<file path="config.mk">
export PLATFORM = sky130hd
export DESIGN_NAME = sd_cmd_issue
export DESIGN_NICKNAME = d
export VERILOG_FILES = /design/src/rtl/sd_cmd_pkg.sv /design/src/rtl/sd_cmd_decode.sv /design/src/rtl/sd_cmd_seq.sv /design/src/rtl/sd_stop_ctl.sv /design/src/rtl/sd_cmd_issue.sv
export SDC_FILE = /design/constraint.sdc
export NUM_CORES = 1
export LEC_CHECK = 0
export ABC_AREA = 1
export BUFFER_PORTS_ARGS = -buffer_cell sky130_fd_sc_hd__buf_2
export CAP_MARGIN = 20
export CORE_ASPECT_RATIO = 0.8
export CORE_MARGIN = 2
export CORE_UTILIZATION = 54
export DETAILED_ROUTE_END_ITERATION = 16
export HOLD_SLACK_MARGIN = 0.12
export MAX_ROUTING_LAYER = met4
export PLACE_DENSITY_LB_ADDON = 0.08
export RECOVER_POWER = 25
export SYNTH_ARGS = -nofsm -noshare
export SYNTH_HDL_FRONTEND = slang
export SYNTH_SLANG_ARGS = --single-unit
</file>
<file path="constraint.sdc">
create_clock -name clk -period 2 [get_ports clk]
set_input_delay 0.4 -clock clk [delete_from_list [all_inputs] [get_ports clk]]
set_output_delay 0.4 -clock clk [all_outputs]
set_load 0.02 [all_outputs]
</file>
<file path="src/rtl/sd_cmd_pkg.sv">
package sd_cmd_pkg;

    typedef enum logic [1:0] {
        RSP_NONE  = 2'd0,
        RSP_SHORT = 2'd1,
        RSP_LONG  = 2'd2
    } rsp_kind_e;

    typedef enum logic [1:0] {
        ST_IDLE,
        ST_SEND,
        ST_RESP
    } seq_state_e;

    typedef struct packed {
        logic [5:0] index;
        logic       app;
        rsp_kind_e  kind;
        logic       crc_chk;
        logic       busy_wait;
        logic       data_present;
        logic       data_read;
        logic       multi_blk;
        logic       no_auto_stop;
        logic       legal;
    } cmd_fields_t;

    localparam logic [1:0] REG_ARG_LO = 2'd0;
    localparam logic [1:0] REG_ARG_HI = 2'd1;
    localparam logic [1:0] REG_CMD    = 2'd2;
    localparam logic [1:0] REG_STOP   = 2'd3;

endpackage

</file>
<file path="src/rtl/sd_cmd_decode.sv">
module sd_cmd_decode
    import sd_cmd_pkg::*;
(
    input  logic [15:0] word,
    output cmd_fields_t fields
);
    always_comb begin
        fields              = '0;
        fields.index        = word[5:0];
        fields.app          = word[6];
        fields.data_present = word[11];
        fields.data_read    = word[12];
        fields.multi_blk    = word[13];
        fields.no_auto_stop = word[14];
        fields.kind         = RSP_NONE;
        unique case (word[10:8])
            3'd3: begin
                fields.legal = 1'b1;
                fields.kind  = RSP_NONE;
            end
            3'd4: begin
                fields.legal   = 1'b1;
                fields.kind    = RSP_SHORT;
                fields.crc_chk = 1'b1;
            end
            3'd5: begin
                fields.legal     = 1'b1;
                fields.kind      = RSP_SHORT;
                fields.crc_chk   = 1'b1;
                fields.busy_wait = 1'b1;
            end
            3'd6: begin
                fields.legal   = 1'b1;
                fields.kind    = RSP_LONG;
                fields.crc_chk = 1'b1;
            end
            3'd7: begin
                fields.legal = 1'b1;
                fields.kind  = RSP_SHORT;
            end
            default: fields.legal = 1'b0;
        endcase
    end
endmodule

</file>
<file path="src/rtl/sd_cmd_seq.sv">
module sd_cmd_seq
    import sd_cmd_pkg::*;
#(
    parameter int CMD_BITS       = 48,
    parameter int SHORT_RSP_BITS = 48,
    parameter int LONG_RSP_BITS  = 136
) (
    input  logic      clk,
    input  logic      rst_n,
    input  logic      go,
    input  rsp_kind_e kind,
    output logic      busy,
    output logic      rsp_end
);
    localparam int MAX_A   = (CMD_BITS > SHORT_RSP_BITS) ? CMD_BITS : SHORT_RSP_BITS;
    localparam int MAX_LEN = (MAX_A > LONG_RSP_BITS) ? MAX_A : LONG_RSP_BITS;
    localparam int CNT_W   = (MAX_LEN > 2) ? $clog2(MAX_LEN) : 1;
    localparam logic [CNT_W-1:0] CMD_LOAD   = CNT_W'(CMD_BITS - 1);
    localparam logic [CNT_W-1:0] SHORT_LOAD = CNT_W'(SHORT_RSP_BITS - 1);
    localparam logic [CNT_W-1:0] LONG_LOAD  = CNT_W'(LONG_RSP_BITS - 1);

    seq_state_e       state, nxt_state;
    logic [CNT_W-1:0] cnt, nxt_cnt;
    logic             end_now;

    always_comb begin
        nxt_state = state;
        nxt_cnt   = cnt;
        end_now   = 1'b0;
        unique case (state)
            ST_IDLE: begin
                if (go) begin
                    nxt_state = ST_SEND;
                    nxt_cnt   = CMD_LOAD;
                end
            end
            ST_SEND: begin
                if (cnt == '0) begin
                    if (kind == RSP_NONE) begin
                        nxt_state = ST_IDLE;
                        end_now   = 1'b1;
                    end else begin
                        nxt_state = ST_RESP;
                        nxt_cnt   = (kind == RSP_LONG) ? LONG_LOAD : SHORT_LOAD;
                    end
                end else begin
                    nxt_cnt = cnt - 1'b1;
                end
            end
            ST_RESP: begin
                if (cnt == '0) begin
                    nxt_state = ST_IDLE;
                    end_now   = 1'b1;
                end else begin
                    nxt_cnt = cnt - 1'b1;
                end
            end
            default: nxt_state = ST_IDLE;
        endcase
    end

    always_ff @(posedge clk) begin
        if (!rst_n) begin
            state <= ST_IDLE;
            cnt   <= '0;
        end else begin
            state <= nxt_state;
            cnt   <= nxt_cnt;
        end
    end

    always_ff @(posedge clk) begin
        if (!rst_n) rsp_end <= 1'b0;
        else        rsp_end <= end_now;
    end

    assign busy = (state != ST_IDLE);
endmodule

</file>
<file path="src/rtl/sd_stop_ctl.sv">
module sd_stop_ctl #(
    parameter int DATA_W    = 16,
    parameter int FIRE_BIT  = 0,
    parameter int ARM_BIT   = 8
) (
    input  logic              clk,
    input  logic              rst_n,
    input  logic              wr,
    input  logic [DATA_W-1:0] data,
    output logic              armed,
    output logic              stop_issue
);
    always_ff @(posedge clk) begin
        if (!rst_n) begin
            armed      <= 1'b0;
            stop_issue <= 1'b0;
        end else begin
            stop_issue <= wr & data[FIRE_BIT];
            if (wr) armed <= data[ARM_BIT];
        end
    end
endmodule

</file>
<file path="src/rtl/sd_cmd_issue.sv">
module sd_cmd_issue
    import sd_cmd_pkg::*;
#(
    parameter int CMD_BITS       = 48,
    parameter int SHORT_RSP_BITS = 48,
    parameter int LONG_RSP_BITS  = 136,
    parameter int HALF_W         = 16
) (
    input  logic              clk,
    input  logic              rst_n,
    input  logic              wr_en,
    input  logic [1:0]        wr_addr,
    input  logic [HALF_W-1:0] wr_data,
    output logic              cmd_start,
    output logic [5:0]        cmd_index,
    output logic              app_cmd,
    output logic [2*HALF_W-1:0] cmd_arg,
    output logic [1:0]        rsp_kind,
    output logic              rsp_crc_chk,
    output logic              busy_wait,
    output logic              data_present,
    output logic              data_read,
    output logic              multi_blk,
    output logic              auto_stop_en,
    output logic              cmd_busy,
    output logic              rsp_end,
    output logic              data_start,
    output logic              stop_issue,
    output logic              illegal_func,
    output logic              illegal_access
);
    localparam int ARG_W = 2 * HALF_W;

    cmd_fields_t       dec;
    logic [ARG_W-1:0]  arg_shadow;
    logic              cmd_wr, go, stop_armed, seq_end;
    rsp_kind_e         kind_r;

    assign cmd_wr = wr_en && (wr_addr == REG_CMD);
    assign go     = cmd_wr && !cmd_busy && dec.legal;

    sd_cmd_decode u_dec (
        .word   (wr_data),
        .fields (dec)
    );

    sd_cmd_seq #(
        .CMD_BITS       (CMD_BITS),
        .SHORT_RSP_BITS (SHORT_RSP_BITS),
        .LONG_RSP_BITS  (LONG_RSP_BITS)
    ) u_seq (
        .clk     (clk),
        .rst_n   (rst_n),
        .go      (go),
        .kind    (kind_r),
        .busy    (cmd_busy),
        .rsp_end (seq_end)
    );

    sd_stop_ctl #(.DATA_W(HALF_W)) u_stop (
        .clk        (clk),
        .rst_n      (rst_n),
        .wr         (wr_en && (wr_addr == REG_STOP)),
        .data       (wr_data),
        .armed      (stop_armed),
        .stop_issue (stop_issue)
    );

    always_ff @(posedge clk) begin
        if (!rst_n) begin
            arg_shadow <= '0;
        end else if (wr_en && wr_addr == REG_ARG_LO) begin
            arg_shadow[HALF_W-1:0] <= wr_data;
        end else if (wr_en && wr_addr == REG_ARG_HI) begin
            arg_shadow[ARG_W-1:HALF_W] <= wr_data;
        end
    end

    always_ff @(posedge clk) begin
        if (!rst_n) begin
            cmd_start      <= 1'b0;
            illegal_func   <= 1'b0;
            illegal_access <= 1'b0;
            cmd_index      <= '0;
            app_cmd        <= 1'b0;
            cmd_arg        <= '0;
            kind_r         <= RSP_NONE;
            rsp_crc_chk    <= 1'b0;
            busy_wait      <= 1'b0;
            data_present   <= 1'b0;
            data_read      <= 1'b0;
            multi_blk      <= 1'b0;
            auto_stop_en   <= 1'b0;
        end else begin
            cmd_start      <= go;
            illegal_func   <= cmd_wr && !cmd_busy && !dec.legal;
            illegal_access <= cmd_wr && cmd_busy;
            if (go) begin
                cmd_index    <= dec.index;
                app_cmd      <= dec.app;
                cmd_arg      <= arg_shadow;
                kind_r       <= dec.kind;
                rsp_crc_chk  <= dec.crc_chk;
                busy_wait    <= dec.busy_wait;
                data_present <= dec.data_present;
                data_read    <= dec.data_read;
                multi_blk    <= dec.multi_blk;
                auto_stop_en <= dec.multi_blk && stop_armed && !dec.no_auto_stop;
            end
        end
    end

    assign rsp_kind   = kind_r;
    assign rsp_end    = seq_end;
    assign data_start = seq_end && data_present;
endmodule

</file>
==> metrics, run 1 <==
status finished clean; Pleak 1.98 nW; GRT overflow 0; fraction of layout cells with a size suffix above 1 17.5%; Antenna Cells 0; pwr dens 1170 nW/um^2; CTS root buf clkbuf_8; Req. time, crit path 1.60 ns; Mapped Nets 524; Synth area leader dfxtp_1; Routed WL 8840 microns; vias in the first global route 2905; I/O pins 75; # clock sinks 95; IO Port Bufs 74; Initial DRC Count 201; GRT Total Usage 25.3%; pre-CTS setup slack 0.354 ns; yosys warns 0; die height 78.0 microns; relative slew slack 60.9%; DRT Pass-1 Iters 5; die area 7530 sq um; total number of vias 3388; remaining antenna violation count 0; TNS Setup 0 ns; total CTS buffers 9; H-tree depth 3; initial antenna violation count 0; top cells by area, synth dfxtp_1 (51%), nor2_1 (15%), o21ai_0 (11%), nand2_1 (5.8%), a21oi_1 (3.5%); drt via density 5.16; Final GP Congestion 0.947; synthesized instance count 498; Site Rows 26; final setup margin 0.236 ns; Final nets 593; distinct cell type count after synthesis 25; CTS tree done; P&R area growth vs syn 16.5%; Post-Syn Area 3700 sq um; CTS hold repair buffers 0; Skew-Pair Late Insertion Delay 0.36 ns; # Max-Cap Violations 0; Setup CP Type register to output port; CP endpoint kind output port; die width 96.5 microns; Mean Syn Cell Area 7.43 sq um; setup bufs post-CTS 0; first-pass GRT wire length 14200 microns; number of synthesized register bits 95; final setup fails 0; Max Transition Viols Final 0; DR WL/cell 13.5 microns; DRC viols 0; Core Area 6510 sq um; clock-pin slew on the worst setup and hold paths 0.09 ns; CP max FO 4; clock skew 0.00712 ns; Starting Density 56.9%; DP HPWL 6360 microns; Max Root-Sink Buffers 2; largest net degree at the start of global routing 47; Slew @ Worst Pin 0.587 ns; Final min period 1.76 ns; final hold slack 0.285 ns; Achievable Freq 0.567 GHz; CP Launch Type register; fin crit share 88.2%; Seq/Total Area, Yosys 51.4%; Max VDD drop 0.673 mV; top cell type's share of synthesized area 51.4%; WP data arrival 1.36 ns; Tightest Hold Check Type input pin to register; RSZ-0062 raised after global routing false; cts repair resizes 0; Final Hold Viols 0
routing by layer:
layer	share of wire (%)	vias up	GRT usage, %
li1	-	1724	-
met1	48	1527	36.6
met2	43	127	35.3
met3	7.4	10	6.33
met4	1.1	0	6.76
met5	0	-	-
registers in the layout (all words and copies together) (netlist names):
signal / cells
busy_wait: 1
auto_stop_en: 1
arg_shadow: 32
cmd_index: 6
u_stop.armed: 1
u_stop.stop_issue: 1
illegal_access: 1
data_present: 1
rsp_kind: 2
app_cmd: 1
multi_blk: 1
u_seq.cnt: 8
illegal_func: 1
cmd_start: 1
data_read: 1
cmd_arg: 32
rsp_crc_chk: 1
u_seq.rsp_end: 1
u_seq.state: 2
metrics by stage:
step	cell area (sq um)	std cells	utilization [%]	power, mW
after floorplan	3700	498	-	3.47
after global placement	4150	640	63.8	3.87
after detailed placement	4150	640	63.8	3.88
after CTS	4330	656	66.6	5.04
after global routing	4310	656	66.3	5.38
final	4310	656	66.3	5.05
path summary, 6_finish.rpt:
path / startpoint / end / slack (ns) / depth (start not counted)
worst max-delay path: u_seq.state[0]$_SDFFE_PN0P_ / cmd_busy / 0.24 / 4
worst min-delay path: wr_data[15] / arg_shadow[31]$_SDFFE_PN0P_ / 0.28 / 3
worst max register to register: u_seq.state[0]$_SDFFE_PN0P_ / u_seq.cnt[3]$_SDFFE_PN0P_ / 0.31 / 9
worst min register to register: auto_stop_en$_SDFFE_PN0P_ / auto_stop_en$_SDFFE_PN0P_ / 0.47 / 2
cells in the mapped netlist (all sizes together):
cell type and number:
nand4 2, a22oi 1, a21oi 26, nor2 148, o221a 1, clkinv 1
nand3 15, nor3 6, o21ai 78, dfxtp 95, or2 1, xor2 1
clkbuf 17, inv 33, nand3b 1, nand2 59, buf 8, ha 5
kinds of logic (layout without fill, tap and decap cells):
family	after synthesis	in the layout	synth area share (%)
AND/OR/NAND/NOR	232	232	25.8
AO/OA/AOI/OAI	106	106	14.6
flip-flops	95	95	51.4
buffers and inverters	59	133	6.32
adder cells (fa/ha/maj)	5	5	1.69
XOR/XNOR	1	1	0.237
area by class of cell:
type,count,area (sq um)
inverters,34,128
clock inverters,4,30.0
multi-input cells,344,1560
fillers,590,2190
well taps,84,105
clock buffers,12,155
repair buffers,83,428
flip-flops and latches,95,1900
critical path, stage by stage, from the launching register on:
cell and delay, ns:
dfxtp_1 0.39, inv_1 0.08, ha_1 0.27, inv_1 0.09
buf_2 0.16
power by group:
group / internal, mW / switching (mW)
registers: 2.08 / 0.123
clock network: 0.520 / 0.656
logic: 0.542 / 1.13
total: 3.14 / 1.91
cells in the final DEF, fill, tap and decap left out, types with 3 or more instances in the layout:
master / count
nor2_1: 145
dfxtp_1: 95
o21ai_0: 78
buf_2: 70
nand2_1: 57
inv_1: 32
a21oi_1: 26
nand3_1: 12
clkbuf_8: 11
clkbuf_1: 9
nor3_1: 6
ha_1: 5
clkinvlp_4: 4
buf_4: 3
No activity file was read; power rests on OpenSTA's default activity.
==> run 2: changes to the inputs <==
--- a/config.mk
+++ b/config.mk
@@ -5,16 +5,16 @@
 export SDC_FILE = /design/constraint.sdc
 export NUM_CORES = 1
 export LEC_CHECK = 0
-export ABC_AREA = 1
+export ABC_AREA = 0
 export BUFFER_PORTS_ARGS = -buffer_cell sky130_fd_sc_hd__buf_2
 export CAP_MARGIN = 20
 export CORE_ASPECT_RATIO = 0.8
 export CORE_MARGIN = 2
-export CORE_UTILIZATION = 54
+export CORE_UTILIZATION = 55
 export DETAILED_ROUTE_END_ITERATION = 16
 export HOLD_SLACK_MARGIN = 0.12
 export MAX_ROUTING_LAYER = met4
-export PLACE_DENSITY_LB_ADDON = 0.08
+export PLACE_DENSITY = 0.8
 export RECOVER_POWER = 25
 export SYNTH_ARGS = -nofsm -noshare
 export SYNTH_HDL_FRONTEND = slang
==> constraint.sdc (replaced) <==
create_clock -name clk -period 1.91 [get_ports clk]
set_input_delay 0.382 -clock clk [delete_from_list [all_inputs] [get_ports clk]]
set_output_delay 0.382 -clock clk [all_outputs]
set_load 0.02 [all_outputs]
==> run 2 against run 1 <==
Effect of this change:
- flip-flop and latch count unchanged
- sequential power down 6%
- via count up 3.7%
- design area up 9.6%
- register-to-register slack worse by 0.22 ns
- setup slack worse by 0.14 ns
- wire length up 9.9%
- total power down 24%
- clock skew up 0.0034 ns
==> metrics, run 2 <==
Max Root-Sink Buffers 2 (unchanged); # clock sinks 95 (unchanged); I/O pins 75 (unchanged); CP max FO 5 (was 4); fin crit share 95.1%; switching power 0.986 mW (was 1.91 mW); Mapped Nets 495 (was 524); Final min period 1.82 ns; H-tree depth 3 (unchanged); number of synthesized register bits 95 (unchanged); drt via density 5.50 (was 5.16); Top FF cell, synth dfxtp_1 (unchanged); pwr dens 811 nW/um^2 (was 1170 nW/um^2); Slew @ Worst Pin 0.648 ns (was 0.587 ns); Crit path largest cell delay 0.38 ns (was 0.39 ns); Layout fillers 571 (was 590); P&R area growth vs syn 20.9% (was 16.5%); distinct cell type count after synthesis 43 (was 25); DR WL/cell 15.2 microns (was 13.5 microns); Finished Layout Cells 639 (was 656); Power Total 3.83 mW (was 5.05 mW); GRT overflow 0 (unchanged); CTS tree done (unchanged); CP endpoint kind register (was output port); GRT Total Usage 25.5% (was 25.3%); biggest regs arg_shadow x32, cmd_arg x32, u_seq.cnt x8 (unchanged); clock skew 0.0105 ns (was 0.00712 ns); total number of vias 3512 (was 3388); Final GP Congestion 0.893 (was 0.947); DRC viols 0 (unchanged); die height 79.4 microns (was 78.0 microns); final setup fails 0 (unchanged); DRT Pass-1 Iters 6 (was 5); initial antenna violation count 0 (unchanged); Max VDD drop 0.500 mV (was 0.673 mV); Tightest Hold Check Type input pin to register (unchanged); Buf/Inv on CP 3 (unchanged); fraction of layout cells with a size suffix above 1 23.7% (was 17.5%); Initial DRC Count 220 (was 201); status finished clean (unchanged); Site Rows 27 (was 26); switching power share of the total 25.7% (was 37.8%); die width 98.3 microns (was 96.5 microns); remaining antenna violation count 0 (unchanged); share of synthesized registers carrying an async set or reset 0% (unchanged); Pleak 1.96 nW (was 1.98 nW); RSZ-0062 raised after global routing true (was false); largest net degree at the start of global routing 45 (was 47); EDFF count, synth 0 (unchanged); Clk pwr share 35.7% (was 23.3%); Core Area 6890 sq um (was 6510 sq um); dpl cells 619 (was 640); relative slew slack 56.8% (was 60.9%); Critical-path top delay cell dfxtp_1 (unchanged); synthesized instance count 469 (was 498); WP data arrival 2.07 ns (was 1.36 ns); IO Port Bufs 74 (unchanged); commonest non-fill, non-tap cell in the layout nand2_1 (was nor2_1); most frequent cells in the layout nand2_1 (161), dfxtp_1 (94), a21boi_0 (74), buf_2 (74), buf_4 (21) (was nor2_1 (145), dfxtp_1 (95), o21ai_0 (78)); Int Pwr 2.85 mW (was 3.14 mW); clock-pin slew on the worst setup and hold paths 0.09 ns (about the same); first-pass GRT wire length 15500 microns (was 14200 microns); Post-Syn Area 3910 sq um (was 3700 sq um); # Max-Cap Violations 0 (unchanged); commonest cells in the netlist nand2_1 (161), dfxtp_1 (95), a21boi_0 (74) (was nor2_1 (145), dfxtp_1 (95), o21ai_0 (78)); Antenna Cells 0 (unchanged); Final Hold Viols 0 (unchanged); Starting Density 56.7% (was 56.9%); top-count cell post-synth nand2_1 (was nor2_1); Skew-Pair Late Insertion Delay 0.36 ns (about the same); Achievable Freq 0.550 GHz; Seq/Total Area, Yosys 48.7% (was 51.4%); crit-path leading delay family simple AND/OR/NAND/NOR gates (was flip-flops); Comb pwr share 10.6% (was 33.1%); CP most frequent cell buf_4 (was inv_1); Finished Core Util 68.6% (was 66.3%); top cells by area, synth dfxtp_1 (49%), nand2_1 (15%), a21boi_0 (14%), clkbuf_1 (2.2%), ha_1 (1.6%) (was dfxtp_1 (51%), nor2_1 (15%), o21ai_0 (11%), nand2_1 (5.8%), a21oi_1 (3.5%)); Final nets 573 (was 593); Setup CP Type register to register (was register to output port); DP HPWL 6650 microns (was 6360 microns); share of power burned in registers 53.7% (was 43.6%); dpl cell area 4440 sq um (was 4150 sq um); top cell type's share of synthesized area 48.7% (was 51.4%); Design Area, Final 4720 sq um (was 4310 sq um); critical path cell sequence inv_1, ha_2, buf_4, and4b_2, buf_4, and2_1, o221a_2 (was inv_1, ha_1, inv_1, buf_2); CTS root buf clkbuf_8 (unchanged); vias in the first global route 3218 (was 2905); Max Transition Viols Final 0 (unchanged); die area 7800 sq um (was 7530 sq um); Mean Syn Cell Area 8.33 sq um (was 7.43 sq um); Synth area leader dfxtp_1 (unchanged); Routed WL 9720 microns (was 8840 microns); Req. time, crit path 2.16 ns (was 1.60 ns); CTS hold repair buffers 0 (unchanged); total CTS buffers 9 (unchanged); yosys warns 0 (unchanged); CP Launch Type register (unchanged)
==> run 2: cell types whose count changed in the layout (fill, tap and decap cells not counted), moves of 5 or more <==
cell | previous run | this run
nor2_1 | 145 | 8
nand2_1 | 57 | 161
a21boi_0 | 0 | 74
o21ai_0 | 78 | 10
inv_1 | 32 | 9
a21oi_1 | 26 | 8
buf_4 | 3 | 21
clkbuf_1 | 9 | 1
nand3_1 | 12 | 7
==> run 2: cells by family (layout without fill, tap and decap cells) <==
group	count (synthesis)	in the layout	synth area share (%)
compound gates	114	114	21.0
xor+xnor	1	1	0.224
fa+ha+maj	5	5	1.60
buf+inv	40	123	4.10
flops	95	95	48.7
mux	4	4	1.02
simple gates	210	210	23.4
==> run 2: routing by layer <==
layer | wire (microns) | share of wire (%) | up-vias | global-route usage [%]
li1 | - | - | 1716 | -
met2 | 4450 | 46 | 149 | 39.5
met3 | 620 | 6.4 | 15 | 6.39
met1 | 4520 | 47 | 1632 | 33.8
met4 | 129 | 1.3 | 0 | 6.71
met5 | 0 | 0 | - | -
==> run 2: final timing paths <==
path	startpoint	end	slack [ns]	cells past startpoint
setup reg to reg	u_seq.state[1]$_SDFFE_PN0P_	rsp_kind[1]$_SDFFE_PN0P_	0.09	7
hold reg to reg	arg_shadow[16]$_SDFFE_PN0P_	cmd_arg[16]$_SDFFE_PN0P_	0.46	2
hold / removal	wr_data[14]	arg_shadow[14]$_SDFFE_PN0P_	0.28	3
setup / recovery	u_seq.state[1]$_SDFFE_PN0P_	rsp_kind[1]$_SDFFE_PN0P_	0.09	7
==> run 2: metrics by stage <==
step                hold WS (ns)  setup WS [ns]  setup TNS, ns
floorplan                  0.435          0.111              0
global placement           0.448         0.0965              0
detailed placement         0.454         0.0239              0
CTS                        0.270         0.0392              0
global route               0.270       -0.00515       -0.00515
finish                     0.283         0.0934              0
==> run 2: power groups by stage <==
stage                     clock [mW]  sequential [mW]  combinational [mW]
after floorplan                    0             2.11               0.234
after global placement             0             2.10               0.375
after detailed placement           0             2.10               0.380
after CTS                       1.39             2.05               0.382
after global routing            1.46             2.06               0.444
final                           1.37             2.06               0.407
==> run 2: timing repair <==
item	CTS	global route
pin swaps	0	3
setup endpoints to repair	2	45
gates cloned	0	1
buffers inserted	0	3
gates resized for setup	1	10
==> run 2: worst min-delay path, cell delays in order <==
cell and delay, ns:
buf_2 0.11, nand2_1 0.05, a21boi_1 0.05
==> run 2: cell type report <==
| cell class | instances | area [sq um] | share of cell area (%) |
|---|---|---|---|
| repair buffers | 98 | 593 | 12.6 |
| well taps | 87 | 109 | 2.30 |
| clock inverters | 5 | 66.3 | 1.40 |
| inverters | 9 | 33.8 | 0.715 |
| multi-input cells | 334 | 1880 | 39.8 |
| flip-flops and latches | 95 | 1900 | 40.3 |
| clock buffers | 11 | 141 | 2.99 |
